[config.mk]
export PLATFORM = sky130hd
export DESIGN_NAME = pgstk_top
export DESIGN_NICKNAME = d
export VERILOG_FILES = /design/src/rtl/pgstk_pkg.sv /design/src/rtl/pgstk_ctrl.sv /design/src/rtl/pgstk_map.sv /design/src/rtl/pgstk_level.sv /design/src/rtl/pgstk_top.sv
export SDC_FILE = /design/constraint.sdc
export NUM_CORES = 1
export LEC_CHECK = 0
export BUFFER_PORTS_ARGS = -buffer_cell sky130_fd_sc_hd__clkbuf_2
export CORE_MARGIN = 2
export CORE_UTILIZATION = 35
export CTS_CLUSTER_SIZE = 12
export DETAILED_ROUTE_END_ITERATION = 16
export GPL_TIMING_DRIVEN = 0
export HOLD_SLACK_MARGIN = 0.08
export SLEW_MARGIN = 25
export SYNTH_ARGS = -nofsm -noshare
export SYNTH_HDL_FRONTEND = slang
export SYNTH_HIERARCHICAL = 1
export SYNTH_SLANG_ARGS = --single-unit
[constraint.sdc]
create_clock -name clk -period 1.1 [get_ports clk]
set_clock_uncertainty 0.1 [all_clocks]
set_input_delay 0.11 -clock clk [delete_from_list [all_inputs] [get_ports clk]]
set_output_delay 0.11 -clock clk [all_outputs]
set_load 0.02 [all_outputs]
[src/rtl/pgstk_pkg.sv]
package pgstk_pkg;
  localparam int LEVELS = 3;
  localparam int SEL_W  = 2;

  typedef enum logic [1:0] {
    OP_NONE = 2'd0,
    OP_PUSH = 2'd1,
    OP_POP  = 2'd2
  } stk_op_e;
endpackage

[src/rtl/pgstk_ctrl.sv]
module pgstk_ctrl
  import pgstk_pkg::*;
(
  input  logic                    en,
  input  logic                    irq_take,
  input  logic                    irq_ret,
  input  logic                    sw_we,
  input  logic [SEL_W-1:0]        sw_sel,
  output stk_op_e                 op,
  output logic [LEVELS-1:0]       wr_en
);
  // Interrupt entry wins over return; both are gated by en.
  always_comb begin
    if (en && irq_take)     op = OP_PUSH;
    else if (en && irq_ret) op = OP_POP;
    else                    op = OP_NONE;
  end

  // Software writes only land in cycles with no stack motion.
  always_comb begin
    for (int i = 0; i < LEVELS; i++) begin
      wr_en[i] = sw_we && (op == OP_NONE) && (sw_sel == SEL_W'(i));
    end
  end
endmodule

[src/rtl/pgstk_map.sv]
module pgstk_map #(
  parameter int PAGE_W = 8,
  parameter int SRC_W  = 3,
  parameter logic [(1<<SRC_W)-1:0][PAGE_W-1:0] PAGE_MAP = '0
) (
  input  logic [SRC_W-1:0]  src,
  output logic [PAGE_W-1:0] page
);
  assign page = PAGE_MAP[src];
endmodule

[src/rtl/pgstk_level.sv]
module pgstk_level
  import pgstk_pkg::*;
#(
  parameter int PAGE_W = 8
) (
  input  logic              clk,
  input  logic              rst_n,
  input  stk_op_e           op,
  input  logic [PAGE_W-1:0] push_val,
  input  logic [PAGE_W-1:0] pop_val,
  input  logic              wr_en,
  input  logic [PAGE_W-1:0] wr_data,
  output logic [PAGE_W-1:0] q
);
  logic [PAGE_W-1:0] d;
  logic              ld;

  always_comb begin
    d  = q;
    ld = 1'b0;
    unique case (op)
      OP_PUSH: begin d = push_val; ld = 1'b1; end
      OP_POP:  begin d = pop_val;  ld = 1'b1; end
      default: begin
        if (wr_en) begin
          d  = wr_data;
          ld = 1'b1;
        end
      end
    endcase
  end

  always_ff @(posedge clk or negedge rst_n) begin
    if (!rst_n)  q <= '0;
    else if (ld) q <= d;
  end
endmodule

[src/rtl/pgstk_top.sv]
module pgstk_top
  import pgstk_pkg::*;
#(
  parameter int PAGE_W = 8,
  parameter int SRC_W  = 3,
  parameter logic [(1<<SRC_W)-1:0][PAGE_W-1:0] PAGE_MAP =
    {8'h7E, 8'h5A, 8'h3C, 8'h21, 8'h0F, 8'h12, 8'h0C, 8'h00}
) (
  input  logic              clk,
  input  logic              rst_n,
  input  logic              en,
  input  logic              irq_take,
  input  logic [SRC_W-1:0]  irq_src,
  input  logic              irq_ret,
  input  logic              sw_we,
  input  logic [SEL_W-1:0]  sw_sel,
  input  logic [PAGE_W-1:0] sw_wdata,
  output logic [PAGE_W-1:0] sw_rdata,
  output logic [PAGE_W-1:0] page_out
);
  // Reset synchronizer: asserts at once, releases after two edges.
  logic [1:0] rst_pipe;
  logic       rst_sync_n;

  always_ff @(posedge clk or negedge rst_n) begin
    if (!rst_n) rst_pipe <= 2'b00;
    else        rst_pipe <= {rst_pipe[0], 1'b1};
  end
  assign rst_sync_n = rst_pipe[1];

  stk_op_e                       op;
  logic [LEVELS-1:0]             wr_en;
  logic [PAGE_W-1:0]             map_page;
  logic [LEVELS-1:0][PAGE_W-1:0] lvl_q;

  pgstk_ctrl u_ctrl (
    .en       (en),
    .irq_take (irq_take),
    .irq_ret  (irq_ret),
    .sw_we    (sw_we),
    .sw_sel   (sw_sel),
    .op       (op),
    .wr_en    (wr_en)
  );

  pgstk_map #(.PAGE_W(PAGE_W), .SRC_W(SRC_W), .PAGE_MAP(PAGE_MAP)) u_map (
    .src  (irq_src),
    .page (map_page)
  );

  for (genvar i = 0; i < LEVELS; i++) begin : g_lvl
    logic [PAGE_W-1:0] push_v;
    logic [PAGE_W-1:0] pop_v;

    if (i == 0) begin : g_top
      assign push_v = map_page;
    end else begin : g_below
      assign push_v = lvl_q[i-1];
    end

    if (i == LEVELS-1) begin : g_bottom
      assign pop_v = lvl_q[i];
    end else begin : g_above
      assign pop_v = lvl_q[i+1];
    end

    pgstk_level #(.PAGE_W(PAGE_W)) u_level (
      .clk      (clk),
      .rst_n    (rst_sync_n),
      .op       (op),
      .push_val (push_v),
      .pop_val  (pop_v),
      .wr_en    (wr_en[i]),
      .wr_data  (sw_wdata),
      .q        (lvl_q[i])
    );
  end

  always_comb begin
    sw_rdata = '0;
    for (int i = 0; i < LEVELS; i++) begin
      if (sw_sel == SEL_W'(i)) sw_rdata = lvl_q[i];
    end
  end

  assign page_out = lvl_q[0];
endmodule

# After elaboration in Yosys (flattened, before gate mapping)
# Memories as Yosys holds them, arrays and structs flattened.
# Index checks and enable logic that the tools add are counted.
# totals
n_memories,1
in_bits,19
word_cells,44
out_inout_bits,16
romBits,64
ff_bits,26
# op_classes
n_reduce_logical,15
muxes,18
eq_ne,4
bitwise_logic,1
n_lt_le_gt_ge,1
# memory_table
name,words,width,read_ports,rd_clocked_by_memory_dff,wr,line,text
(no name shown),8,8,1,0,0,pgstk_map.sv:9,assign page = PAGE_MAP[src];
# ops
op,n
2-to-1 mux 8 bit,7
case mux 8 bit (2 select lines),3
logical AND 1 bit,6
2-to-1 mux 1 bit,6
nonzero test 3 bit,2
== test 2 x 1 -> 1 bit (second input constant),2
== test 2 bit (second input constant),2
logical NOT 2 bit,2
less-than comparator 3 x 4 -> 1 bit (second input constant),1
2-to-1 mux 2 bit,2
AND reduction 2 bit,2
AND reduction 3 bit,1
nonzero test 2 bit,1
OR reduction 2 bit,1
inverter 1 bit,1

# Depth between registers and ports, before layout
# logic_depth
depth_word,9
mapped_depth,8
ltp_nobuf,7

# Cells and area by module
# Netlist, hierarchy kept.
# modules_own_cells
module,area_per_inst_um2,instances,cells_per_inst,seq_area_each_um2
pgstk_level,539.3,3,49,200.2
pgstk_top,251.5,1,23,50.0
pgstk_map,78.8,1,13,0.0
pgstk_ctrl,58.8,1,8,0.0

# Least setup slack after synthesis
# No wires, ideal clock.
# synth_path
path_kind,input-to-reg
start,input port irq_ret
end,register g_lvl[2].u_level.q[5]
path_buffers,1
setup_ns,0.118
required_time_ns,0.882
cell_stages,7
setup_slack_ns,-0.445
arrival_ns,1.327
path_cell_list,nand2_1 nor2_1 ha_1 buf_2 o21ba_4 nor2_8 a21o_1
# synth_via
elab_chain_cells,9
word_cells_on_any_way,15
cone_classes,2 x eq/ne; 5 x mux; 1 x bitwise; 7 x reduce/logical
# synth_rtl
element,line,text
start: declaration,pgstk_top.sv:14,"input logic irq_ret,"
logical AND 1 bit (*),pgstk_ctrl.sv:15,else if (en && irq_ret) op = OP_POP;
2-to-1 mux 2 bit (*),pgstk_ctrl.sv:15,
2-to-1 mux 2 bit (*),pgstk_ctrl.sv:14,if (en && irq_take) op = OP_PUSH;
net op[1],pgstk_top.sv:31,stk_op_e op;
logical NOT 2 bit,pgstk_ctrl.sv:22,wr_en[i] = sw_we && (op == OP_NONE) && (sw_sel == SEL_W'(i));
logical AND 1 bit (2 in series),pgstk_ctrl.sv:22,
2-to-1 mux 1 bit,pgstk_level.sv:25,if (wr_en) begin
2-to-1 mux 1 bit,pgstk_level.sv:21,unique case (op)
AND reduction 3 bit (no line),n/a,
end signal: assignment,pgstk_level.sv:34,if (!rst_n) q <= '0;
end signal: assignment,pgstk_level.sv:35,else if (ld) q <= d;
end: declaration,pgstk_level.sv:13,output logic [PAGE_W-1:0] q
# The timed path passes the listed nets; every way through them passes the cells marked *.
# A chain may end at the register's enable or synchronous reset.

# Worst setup path after layout
# layout_path
start,register g_lvl[1].u_level.q[5]
end,register g_lvl[2].u_level.q[5]
# layout_via
elab_chain_cells,1
# layout_rtl
element,line
start: declaration,pgstk_level.sv:13
start signal: assignment,pgstk_level.sv:34
start signal: assignment,pgstk_level.sv:35
case mux 8 bit (2 select lines),pgstk_level.sv:21
# No other way between the ends.

==> reports/metrics.cfg <==
[run_status]
outcome=finished, violations left
violations=negative setup slack

[clock_network]
clk_pin_slew_worst_paths_ns=0.09
cts_max_level=1
cts_inserted_buffers=3
clk_latency_ns=0.27
cts_tree=built
clockRootBuffer=clkbuf_8
clock_path_buffers=2
cts.sinks=26

[synthesis]
synth.cell_area_mm2=0.00201
synth_nets=216
ys_ff_latch=26
ys_seq_area_frac=0.324
ys_types=28
syn_area_per_cell_um2=10.5
synthCells=191
yosys_warnings=6

[timing]
relSlewSlack=0.561
finalSetupTns_ns=-6.50
rsz0062_at_grt=yes
fin_crit_ns=1.34
clock.fmax_mhz=745
finalCritPeriodShare=1.22
tightest_slew_ns=0.657
hold_viol_final=0
fin_ws_ns=-0.242
setup_violations=39
timing.hold.ws_ns=0.136
maxSlewViolCount=0

[critical_path]
crit_path_cell_trace=buf_4 -> a221o_1 -> o221a_1 -> a21o_1
slowest_stage=dfrtp_1
rr_startpoint=g_lvl[1].u_level/q[5]
rrSetupSlack_ns=-0.24
cp_slowest_stage_delay_ns=0.43
cp_num_buf_inv=1
cp-start-kind=flop
cp-startpoint=g_lvl[1].u_level/q[5]
crit_path_end_kind=flop
cp_top_family=compound AO/OA/AOI/OAI gates
arrival_ns=1.41
crit_type=flop to flop
critPathRequiredTime_ns=1.17
cp_max_fo=4

[routing]
wire_per_inst_um=17.1
wirelength_um=5780
wl_met3_um=180
num_vias=1775
dr.pass1.iters=4
vias_per_cell=5.24
met2_length_um=2870
drcViolationCount=0
drtAntennaViolNets=0
highest_layer=met4
drt_iter0_markers=60
wl_met1_um=2620

[floorplanning]
fp.dieArea_mm2=0.00636
start_util=0.364
core_area_mm2=0.00551
core.rowCount=27
die_x_um=79.7
die_h_um=79.7
ioPinCount=35

[global_routing]
grt_max_degree=25
grt_pass1_vias=1822
antenna_found_initial=0
grt_use_total=0.194
overflow=0
grt_pass1_wl_um=9290

[final_layout]
antenna_cells=0
num-fill-cells=487
area_growth_pct=51.0
nets=293
stdcell_count=339
drive_above_1_share=0.543

[pwr]
pwr-share-clk=0.171
pwr-share-comb=0.494
p_leak_nw=1.50
p_sw_frac=0.350
vdd_drop_max_mv=0.747
internal_power_mw=3.01
pwr_density_cell_mw_per_mm2=1530
p_seq_frac=0.335
switching_power_mw=1.62
finalPower_mw=4.63

[hold_path]
hp-start=sw_wdata[5]
worst_hold_path_type=primary input to flop

[place]
place_inst=297
place_congestion=0.756
port_buffers=34
detailed_place_hpwl_um=3750

[flow_run]
drv_cap=0

synthesized netlist by cell type:
master / n / area share
a21o_1: 3 / 0.011
a221o_1: 3 / 0.015
a221o_2: 21 / 0.12
and2_2: 2 / 0.0075
and2_4: 1 / 0.0044
and4bb_2: 1 / 0.0062
buf_2: 3 / 0.0075
buf_4: 3 / 0.011
buf_6: 9 / 0.051
conb_1: 2 / 0.0037
dfrtp_1: 26 / 0.32
ha_1: 6 / 0.037
inv_1: 30 / 0.056
mux2i_1: 29 / 0.14
nand2_1: 5 / 0.0094
nand2b_1: 2 / 0.0062
nor2_1: 1 / 0.0019
nor2_8: 3 / 0.030
nor2b_4: 1 / 0.0069
nor3_1: 1 / 0.0025
nor4b_2: 1 / 0.0075
o21a_1: 1 / 0.0037
o21ai_0: 21 / 0.052
o21ba_4: 3 / 0.024
o221a_1: 3 / 0.017
o22ai_1: 1 / 0.0031
o2bb2ai_1: 8 / 0.035
or2_1: 1 / 0.0031
state kept, by name, summed over array words and instances (netlist names):
| signal | cells |
|---|---|
| g_lvl.u_level/q | 24 |
| rst_pipe | 2 |
power by group through the flow:
stage	Combinational [mW]	Clock (mW)	Sequential [mW]
3_5_place_dp	1.42	0	1.64
3_3_place_gp	1.39	0	1.64
4_1_cts	2.01	0.808	1.54
2_1_floorplan	0.924	0	1.66
6_report	2.29	0.791	1.55
5_1_grt	2.46	0.861	1.59
timing repair:
action | 4_1_cts | 5_1_grt
buffers inserted | 25 | 10
hold buffers | 9 | 0
cloned | 1 | 0
resized for setup | 40 | 43
pin swaps | 18 | 13
endpoints found under the hold margin | 15 | 0
endpoints found under the setup margin | 56 | 40
tightest hold or removal path: stages:
cell,delay (ns)
clkbuf_2,0.11
o221a_1,0.18
a21o_1,0.08
layout make-up:
cell class	count	area, um^2	share of cell area
tap	72	90.1	0.0297
clock buffer	3	41.3	0.0136
timing repair buffer	78	737	0.243
multi-input combinational	120	1260	0.417
inverter	30	124	0.0409
buffer	9	93.8	0.0310
sequential	26	652	0.215
clock inverter	1	30.0	0.00991
routing by layer:
layer | GRT usage | up-vias
met2 | 0.328 | 42
met5 | 0 | -
li1 | - | 859
met4 | 0.0466 | 0
met1 | 0.260 | 864
met3 | 0.0271 | 10
kinds of logic after synthesis:
logic type                 Yosys count  synth area share
DFF                                 26             0.324
buffers and inverters               45             0.125
muxes                               29             0.145
other                                2           0.00374
adders and majority gates            6            0.0374
and+or+nand+nor                     19            0.0854
AOI/OAI and AO/OA                   64             0.279
per-stage QoR:
| step | setup slack [ns] | util | instance area [um^2] |
|---|---|---|---|
| after floorplan | -0.323 | - | 2090 |
| after global placement | -0.606 | 0.428 | 2350 |
| after detailed placement | -0.673 | 0.428 | 2350 |
| after CTS | -0.289 | 0.526 | 2900 |
| after global routing | -0.285 | 0.550 | 3030 |
| final | -0.242 | 0.550 | 3030 |
placed cells by master (no fill, tap or decap), types with 4 or more instances in the layout:
cell           netlist  routed
o2bb2ai_2            0       8
buf_6                9      20
dfrtp_1             26      25
a221o_2             21      21
o21ai_1              0       8
ha_4                 0       6
mux2i_1             29      29
inv_1               30      21
clkbuf_2             0      17
clkbuf_8             0      11
inv_2                0       6
dlygate4sd3_1        0       9
nand2_1              5       4
buf_4                3      24
o21ai_0             21      10
buf_8                0       5
worst paths after layout:
check,depth (start not counted),endpoint
worst max-delay path,4,g_lvl[2].u_level/q[5]
worst min-delay path,3,g_lvl[0].u_level/q[5]
worst max register to register,4,g_lvl[2].u_level/q[5]
worst min register to register,0,g_lvl[1].u_level/q[1]
max in group asynchronous,3,rst_pipe[1]
min in group asynchronous,0,g_lvl[1].u_level/q[1]
Note: power is estimated with default switching activity, not from simulation.
